## config.mk

```make
export PLATFORM = sky130hd
export DESIGN_NAME = eau_top
export DESIGN_NICKNAME = d
export VERILOG_FILES = /design/src/rtl/eau_pkg.sv /design/src/rtl/eau_index_file.sv /design/src/rtl/eau_addr_calc.sv /design/src/rtl/eau_bound_check.sv /design/src/rtl/eau_top.sv
export SDC_FILE = /design/constraint.sdc
export NUM_CORES = 1
export LEC_CHECK = 0
export ABC_AREA = 1
export BUFFER_PORTS_ARGS = -buffer_cell sky130_fd_sc_hd__buf_2
export CAP_MARGIN = 20
export CORE_UTILIZATION = 38
export DETAILED_ROUTE_END_ITERATION = 16
export HOLD_SLACK_MARGIN = 0.06
export MAX_ROUTING_LAYER = met4
export PLACE_DENSITY = 0.62
export SETUP_SLACK_MARGIN = 0.05
export SYNTH_ARGS = -nofsm -noshare
export SYNTH_HDL_FRONTEND = slang
export SYNTH_SLANG_ARGS = --single-unit
```

## constraint.sdc

```tcl
create_clock -name clk -period 4.5 [get_ports clk]
set_input_delay 0.225 -clock clk [delete_from_list [all_inputs] [get_ports clk]]
set_output_delay 0.225 -clock clk [all_outputs]
set_load 0.02 [all_outputs]
```

## src/rtl/eau_pkg.sv

```systemverilog
package eau_pkg;
  localparam int EAU_NUM_IDX = 16;
  localparam int EAU_IDX_W   = 24;
  localparam int EAU_ADDR_W  = 18;

  typedef enum logic [0:0] {
    WR_IDLE   = 1'b0,
    WR_COMMIT = 1'b1
  } wr_state_e;
endpackage

```

## src/rtl/eau_index_file.sv

```systemverilog
module eau_index_file
  import eau_pkg::*;
#(
  parameter int NUM   = EAU_NUM_IDX,
  parameter int DW    = EAU_IDX_W,
  localparam int SW   = $clog2(NUM)
) (
  input  logic          clk,
  input  logic          rst,
  input  logic          wr_en,
  input  logic [SW-1:0] wr_sel,
  input  logic [DW-1:0] wr_data,
  input  logic [SW-1:0] lk_sel,
  output logic [DW-1:0] lk_data,
  input  logic [SW-1:0] rd_sel,
  output logic [DW-1:0] rd_data,
  output logic          busy
);
  wr_state_e     state_q;
  logic [SW-1:0] pend_sel_q;
  logic [DW-1:0] pend_data_q;
  logic [DW-1:0] regs [NUM];

  assign busy = (state_q == WR_COMMIT);

  // two-clock write: capture, then commit
  always_ff @(posedge clk) begin
    if (rst) begin
      state_q <= WR_IDLE;
    end else if (state_q == WR_COMMIT) begin
      state_q <= WR_IDLE;
    end else if (wr_en) begin
      state_q <= WR_COMMIT;
    end
  end

  always_ff @(posedge clk) begin
    if (state_q == WR_IDLE && wr_en) begin
      pend_sel_q  <= wr_sel;
      pend_data_q <= wr_data;
    end
  end

  // storage without reset so distributed RAM can be inferred
  always_ff @(posedge clk) begin
    if (state_q == WR_COMMIT) regs[pend_sel_q] <= pend_data_q;
  end

  assign lk_data = regs[lk_sel];
  assign rd_data = regs[rd_sel];

  assert_write_busy_R4: assert property (@(posedge clk) disable iff (rst)
    (wr_en && !busy) |=> busy);
  assert_single_busy_R4: assert property (@(posedge clk) disable iff (rst)
    busy |=> !busy);
endmodule

```

## src/rtl/eau_addr_calc.sv

```systemverilog
module eau_addr_calc
  import eau_pkg::*;
#(
  parameter int AW   = EAU_ADDR_W,
  parameter int DW   = EAU_IDX_W,
  parameter int SW   = 4,
  localparam int PAD = DW - AW
) (
  input  logic [AW-1:0] addr,
  input  logic [SW-1:0] sel,
  input  logic [DW-1:0] idx_val,
  output logic [AW-1:0] ea
);
  logic [DW-1:0] addr_ext;
  logic [DW-1:0] sum;

  generate
    if (PAD > 0) begin : g_pad
      assign addr_ext = {{PAD{1'b0}}, addr};
    end else begin : g_nopad
      assign addr_ext = addr;
    end
  endgenerate

  assign sum = addr_ext + idx_val;

  always_comb begin
    if (sel == '0) ea = addr;
    else           ea = sum[AW-1:0];
  end

  initial begin
    assert_width_ok_R2: assert (DW >= AW);
  end
endmodule

```

## src/rtl/eau_bound_check.sv

```systemverilog
module eau_bound_check
  import eau_pkg::*;
#(
  parameter int AW = EAU_ADDR_W
) (
  input  logic          clk,
  input  logic          rst,
  input  logic          lo_wr,
  input  logic          hi_wr,
  input  logic [AW-1:0] wr_data,
  input  logic [AW-1:0] ea,
  output logic          viol
);
  logic [AW-1:0] lo_q, hi_q;

  always_ff @(posedge clk) begin
    if (rst) begin
      lo_q <= '0;
      hi_q <= '1;
    end else begin
      if (lo_wr) lo_q <= wr_data;
      if (hi_wr) hi_q <= wr_data;
    end
  end

  assign viol = (ea < lo_q) || (ea > hi_q);

  assert_lo_hold_R7: assert property (@(posedge clk) disable iff (rst)
    !lo_wr |=> $stable(lo_q));
  assert_hi_hold_R7: assert property (@(posedge clk) disable iff (rst)
    !hi_wr |=> $stable(hi_q));
endmodule

```

## src/rtl/eau_top.sv

```systemverilog
module eau_top
  import eau_pkg::*;
#(
  parameter int NUM_IDX = EAU_NUM_IDX,
  parameter int IDX_W   = EAU_IDX_W,
  parameter int ADDR_W  = EAU_ADDR_W,
  localparam int SEL_W  = $clog2(NUM_IDX)
) (
  input  logic              clk,
  input  logic              rst,
  input  logic              idx_wr_en,
  input  logic [SEL_W-1:0]  idx_wr_sel,
  input  logic [IDX_W-1:0]  idx_wr_data,
  input  logic              idx_rd_en,
  input  logic [SEL_W-1:0]  idx_rd_sel,
  output logic [IDX_W-1:0]  idx_rd_data,
  output logic              idx_rd_valid,
  input  logic              lim_lo_wr,
  input  logic              lim_hi_wr,
  input  logic [ADDR_W-1:0] lim_wr_data,
  input  logic              req_valid,
  input  logic [ADDR_W-1:0] req_addr,
  input  logic [SEL_W-1:0]  req_sel,
  output logic [ADDR_W-1:0] ea_out,
  output logic              ea_valid,
  output logic              ea_viol,
  output logic              busy
);
  logic [IDX_W-1:0]  lk_data, rd_data_c;
  logic [ADDR_W-1:0] ea_c;
  logic              viol_c;
  logic              busy_c;
  logic              lk_take, rd_take;

  eau_index_file #(.NUM(NUM_IDX), .DW(IDX_W)) u_file (
    .clk(clk), .rst(rst),
    .wr_en(idx_wr_en), .wr_sel(idx_wr_sel), .wr_data(idx_wr_data),
    .lk_sel(req_sel), .lk_data(lk_data),
    .rd_sel(idx_rd_sel), .rd_data(rd_data_c),
    .busy(busy_c)
  );

  eau_addr_calc #(.AW(ADDR_W), .DW(IDX_W), .SW(SEL_W)) u_calc (
    .addr(req_addr), .sel(req_sel), .idx_val(lk_data), .ea(ea_c)
  );

  eau_bound_check #(.AW(ADDR_W)) u_bound (
    .clk(clk), .rst(rst),
    .lo_wr(lim_lo_wr), .hi_wr(lim_hi_wr), .wr_data(lim_wr_data),
    .ea(ea_c), .viol(viol_c)
  );

  assign lk_take = req_valid && !busy_c;
  assign rd_take = idx_rd_en && !busy_c;
  assign busy    = busy_c;

  always_ff @(posedge clk) begin
    if (rst) begin
      ea_valid     <= 1'b0;
      ea_viol      <= 1'b0;
      idx_rd_valid <= 1'b0;
    end else begin
      ea_valid     <= lk_take;
      ea_viol      <= lk_take && viol_c;
      idx_rd_valid <= rd_take;
    end
  end

  always_ff @(posedge clk) begin
    if (lk_take) ea_out      <= ea_c;
    if (rd_take) idx_rd_data <= rd_data_c;
  end

  assert_ea_accept_R3: assert property (@(posedge clk) disable iff (rst)
    ea_valid |-> ($past(req_valid) && !$past(busy)));
  assert_rd_accept_R5: assert property (@(posedge clk) disable iff (rst)
    idx_rd_valid |-> ($past(idx_rd_en) && !$past(busy)));
  assert_sel0_pass_R1: assert property (@(posedge clk) disable iff (rst)
    (req_valid && !busy && req_sel == '0) |=> (ea_out == $past(req_addr)));
  assert_viol_qual_R6: assert property (@(posedge clk) disable iff (rst)
    ea_viol |-> ea_valid);
endmodule

```

Word level (Yosys, flattened, before mapping)
Memory sizes are Yosys's and may differ from the RTL's. A register that Yosys moved wholly into a read port is not among the register bits. Cells that the tools add are included.

Word-level logic and storage cells: 26. Input port bits: 79. Memories kept: 1. Memory bits (writable): 384. Register bits after elaboration: 86.

Memories: u_file.regs (words 16, width 24, read ports 2, clocked after Yosys merged registers in 1, write ports 1, RTL line eau_index_file.sv:22) `logic [DW-1:0] regs [NUM];`.

Magnitude comparators: 2. Add/sub/neg operators: 1. Muxes and demuxes: 4. Bitwise operators: 1. Reduce and logical (&&, ||, !) cells: 8.

Operator list (count): 18-bit adder (1); 18-bit greater-than comparator (1); 18-bit < comparator (1); 18-bit two-way mux (1); 1-bit logical AND (4); 4-bit zero test (1); 1-bit two-way mux (3); 2-bit OR reduction (1); 1-bit zero test (1); 1-bit logical OR (1); 1-bit NOT (1).

Logic depth before layout (Yosys ltp)
An unclocked memory read counts as a cell.

Depth in word-level cells: 6. Depth in mapped cells: 31. Mapped depth without buffers: 30.

Hierarchy
A second synthesis with hierarchy kept.

Cells, all modules: 3035. Area total of the unflattened synthesis: 25829.8 µm².

By module, submodules not included: eau_index_file (area each 21165.3 µm², cells an instance 2479, sequential area each 12391.9 µm², times used 1); eau_bound_check (area each 2130.8 µm², cells an instance 283, sequential area each 720.7 µm², times used 1); eau_top (area each 1358.8 µm², cells an instance 54, sequential area each 1321.3 µm², times used 1); eau_addr_calc (area each 1174.9 µm², cells an instance 219, sequential area each 0.0 µm², times used 1).

Worst setup path before layout
Ideal clock, no wire load.

Path type: input to register. From: input port req_sel[0]. To: register ea_viol. Arrival time: 3.516 ns. Path slack: 0.911 ns. Setup time: 0.073 ns. Stages: 29. Buffers on the path: 4. Cell sequence: buf_6 > buf_6 > buf_8 > buf_6 > nand2_1 > o211ai_2 > nand3_1 > o211ai_1 > nand3_1 > ha_1 > inv_1 > fa_1 > o21ai_0 > nand3_1 > nand2_1 > nand3_1 > nand2_1 > nand2_1 > nand3_1 > nand2_1 > ha_1 > nand2_1 > inv_1 > nand3_1 > nor2_1 > o2111ai_1 > nand3_1 > nand2_1 > a21oi_1.

Word-level cells in the longest chain between the ends: 6.

RTL lines: from (decl) (RTL line eau_top.sv:23) `input logic [SEL_W-1:0] req_sel,`; memory read 16 x 24 bit; 18-bit adder (RTL line eau_addr_calc.sv:25) `assign sum = addr_ext + idx_val;`; 18-bit two-way mux (*) (RTL line eau_addr_calc.sv:28) `if (sel == '0) ea = addr;`; via ea_c[16] (RTL line eau_top.sv:30) `logic [ADDR_W-1:0] ea_c;`; 18-bit < comparator or 18-bit greater-than comparator (tied branches) (RTL line eau_bound_check.sv:26) `assign viol = (ea < lo_q) || (ea > hi_q);`; 1-bit logical OR (*) (RTL line eau_bound_check.sv:26); 1-bit logical AND (*) (RTL line eau_top.sv:64) `ea_viol <= lk_take && viol_c;`; to (signal assigned) (RTL line eau_top.sv:64); to (decl) (RTL line eau_top.sv:26) `output logic ea_viol,`.

Mark *: on every way through the listed nets, which the timed path passes. The rest lies on a longest branch. A chain may end at the register's enable or synchronous reset.

==> flow_summary.yaml <==
status:
  outcome: "finished, final reports clean"
worst_setup_path:
  worstSetupStartpoint: "u_file.regs[9][0]"
  critical_path_cell_count: 27
  critPathMaxStageDelay_ns: 0.44
  endpoint_kind: "register"
  cp_slowest_cell: "fa_1"
  r2r_start: "u_file.regs[9][0]"
  crit_required_ns: 5.04
  startpoint_type: "register"
  worst_r2r_path_depth: 27
  arrival_ns: 4.61
  critical_path.top_delay_family: "simple AND/OR/NAND/NOR gates"
  cp_num_buf_inv: 4
  setup.worst_path.class: "reg -> reg"
  cp_max_fo: 3
sta:
  slew_headroom: 0.276
  skew_ns: 0.0274
  hold_violations: 0
  drv_slew: 0
  finalCritPeriodShare: 0.903
  worstMarginPinSlew_ns: 1.08
  post-route-min-period_ns: 4.06
  fin_tns_setup_ns: 0
  rsz0062_at_grt: "false"
  max_freq_mhz: 246
  setup_viol: 0
  fin_hold_ws_ns: 0.0959
clocking:
  h-tree-depth: 2
  cts-root-buf: "clkbuf_16"
  cts_max_path_buffers: 3
  clk_latency_ns: 0.62
  postCtsSetupBuffers: 0
  numCtsBuffers: 51
  cts_tree: "done"
  clk_pin_slew_ns: 0.06
  clock-sinks: 494
synthesis:
  synthArstFlopShare: 0
  syn_area_um2: 23300
  synth_cell_types: 37
  synth_edf_count: 454
  yosysMostFrequentCell: "edfxtp_1"
  syn_inst: 2168
  yosys_warnings: 0
  yosysTopAreaCell: "edfxtp_1"
  synth-seq-cells: 494
  syn_area_per_cell_um2: 10.8
  synth_nets: 2300
  synth_common_cells: "edfxtp_1 (454), o21ai_0 (332), a21oi_1 (251)"
  synth_area_leaders: "edfxtp_1 (58%), o21ai_0 (7.1%), a21oi_1 (5.4%)"
  yosysTopAreaCellShare: 0.585
  ys.flop_type: "edfxtp_1"
  ys_seq_area_frac: 0.619
floorplanning:
  initial_core_util: 0.386
  num_io_pins: 125
  rows: 90
  dieArea_um2: 62400
  coreArea_um2: 60500
  fp.dieW_um: 250
  die_y_um: 250
pwr:
  vdd_drop_max_uv: 268
  p_leak_uw: 0.0103
  power_density_nw_per_um2: 399
final_layout:
  fin_nets: 2453
  syn2layout_area_growth_pct: 16.6
  multiInputGateArea_um2: 7530
  finalInstanceArea_um2: 27200
  drive_above_1_share: 0.125
  nFillCells: 5423
  regArea_um2: 14400
route:
  wl_per_cell_um: 21.6
  first_pass_iters: 5
  viasPerCell: 5.54
  drc: 0
  ant_nets: 0
  vias: 17400
  drt-initial-drc-count: 1794
  drt-total-wl_mm: 67.8
grt:
  grt_use_total: 0.221
  antenna_found_initial: 1
  overflow: 0
  first_global_vias: 16900
  grt_first_pass_wirelength_mm: 101
  grt_max_degree: 126
place:
  dpl.hpwl_mm: 42.3
  port_buffers: 124
  place_area_um2: 25000
  gp_congestion: 0.902
job:
  maxCapViolations: 0
hold_path:
  min_from: "req_addr[11]"
  hold_path_depth: 3
  min_path_type: "in -> reg"
[logic make-up after synthesis]
kind of cell | Yosys count | share of synthesized area
XOR/XNOR | 7 | 0.00263
AO/OA/AOI/OAI | 732 | 0.174
flip-flops | 494 | 0.619
buffers and inverters | 352 | 0.0641
adder cells (fa/ha/maj) | 53 | 0.0288
AND/OR/NAND/NOR | 461 | 0.0822
multiplexers | 69 | 0.0296
[worst paths after layout]
check / endpoint / slack [ns]
min reg2reg: u_bound.lo_q[0] / 0.47
max: ea_viol / 0.44
max reg2reg: ea_viol / 0.44
min: ea_out[11] / 0.1
[layout by cell type, fill, tap and decap left out, drive strengths merged]
cell / n
edfxtp: 454
o21ai: 355
a21oi: 251
nand2: 241
inv: 213
buf: 183
nand3: 107
o211ai: 106
nor2: 99
clkbuf: 71
mux2i: 69
dlygate4sd3: 54
ha: 52
dfxtp: 40
clkinv: 18
o221ai: 12
nand3b: 6
bufinv: 5
xnor2: 4
nand4: 4
diode: 3
a21o: 3
xor2: 3
nor3: 3
clkinvlp: 3
o21bai: 2
a31oi: 1
or2: 1
o2111ai: 1
o21a: 1
fa: 1
[sequential cells by signal, summed over array words and instances, names as in the netlist]
register            flops
idx_rd_data            24
idx_rd_valid            1
u_bound.lo_q           18
u_file.regs           384
u_bound.hi_q           18
ea_viol                 1
ea_out                 18
u_file.busy             1
u_file.pend_data_q     24
u_file.pend_sel_q       4
ea_valid                1
[repair_timing]
item	CTS	global route
hold endpoints to repair	72	0
hold buffers	54	0
gates resized for setup	0	0
[worst reg2reg max path, stage by stage (launching register included)]
cell and delay [ns]:
edfxtp_1 0.32, inv_1 0.05, a21oi_1 0.11, o21ai_0 0.09, o21ai_0 0.09, o211ai_1 0.10
nand3_1 0.23, ha_1 0.29, inv_1 0.10, fa_1 0.44, o21ai_0 0.18, buf_4 0.15
nand3_1 0.06, nand2_1 0.16, nand3_1 0.12, nand2_1 0.07, nand2_1 0.05, nand3_1 0.06
nand2_1 0.16, ha_1 0.32, nand2_1 0.05, inv_1 0.06, nand3_1 0.08, nor2_1 0.23
o2111ai_1 0.16, nand3_1 0.09, nand2_1 0.05, a21oi_1 0.12
[stage by stage]
stage / util / std cells / worst slack (ns) / power, uW
final: 0.450 / 3148 / 0.435 / 10900
after CTS: 0.449 / 3145 / 0.490 / 10900
after global placement: 0.411 / 2990 / 0.302 / 6580
after global routing: 0.450 / 3146 / 0.112 / 11200
after floorplan: - / 2168 / 0.911 / 6150
after detailed placement: 0.413 / 2996 / 0.176 / 6620
[final cells by class]
cell class / count / share of cell area
sequential: 494 / 0.531
clock buffer: 71 / 0.0512
timing repair buffer: 237 / 0.0642
clock inverter: 24 / 0.0107
tap: 782 / 0.0360
antenna: 3 / 0.000276
multi-input combinational: 1322 / 0.277
inverter: 215 / 0.0297
[per-layer routing]
metal | wire length (um) | GRT usage | share of wire
met1 | 28500 | 0.279 | 0.42
met2 | 31500 | 0.349 | 0.46
met3 | 4900 | 0.0330 | 0.072
met4 | 3010 | 0.103 | 0.044
met5 | 0 | - | 0
[report_power, final]
part	total, uW	internal (uW)	switching (uW)	leakage, uW
clock network	4290	2460	1820	0.000813
registers	5230	5150	83.2	0.00447
logic	1330	458	875	0.00503
total	10900	8070	2780	0.0103
Note: power is estimated with default switching activity, not from simulation.
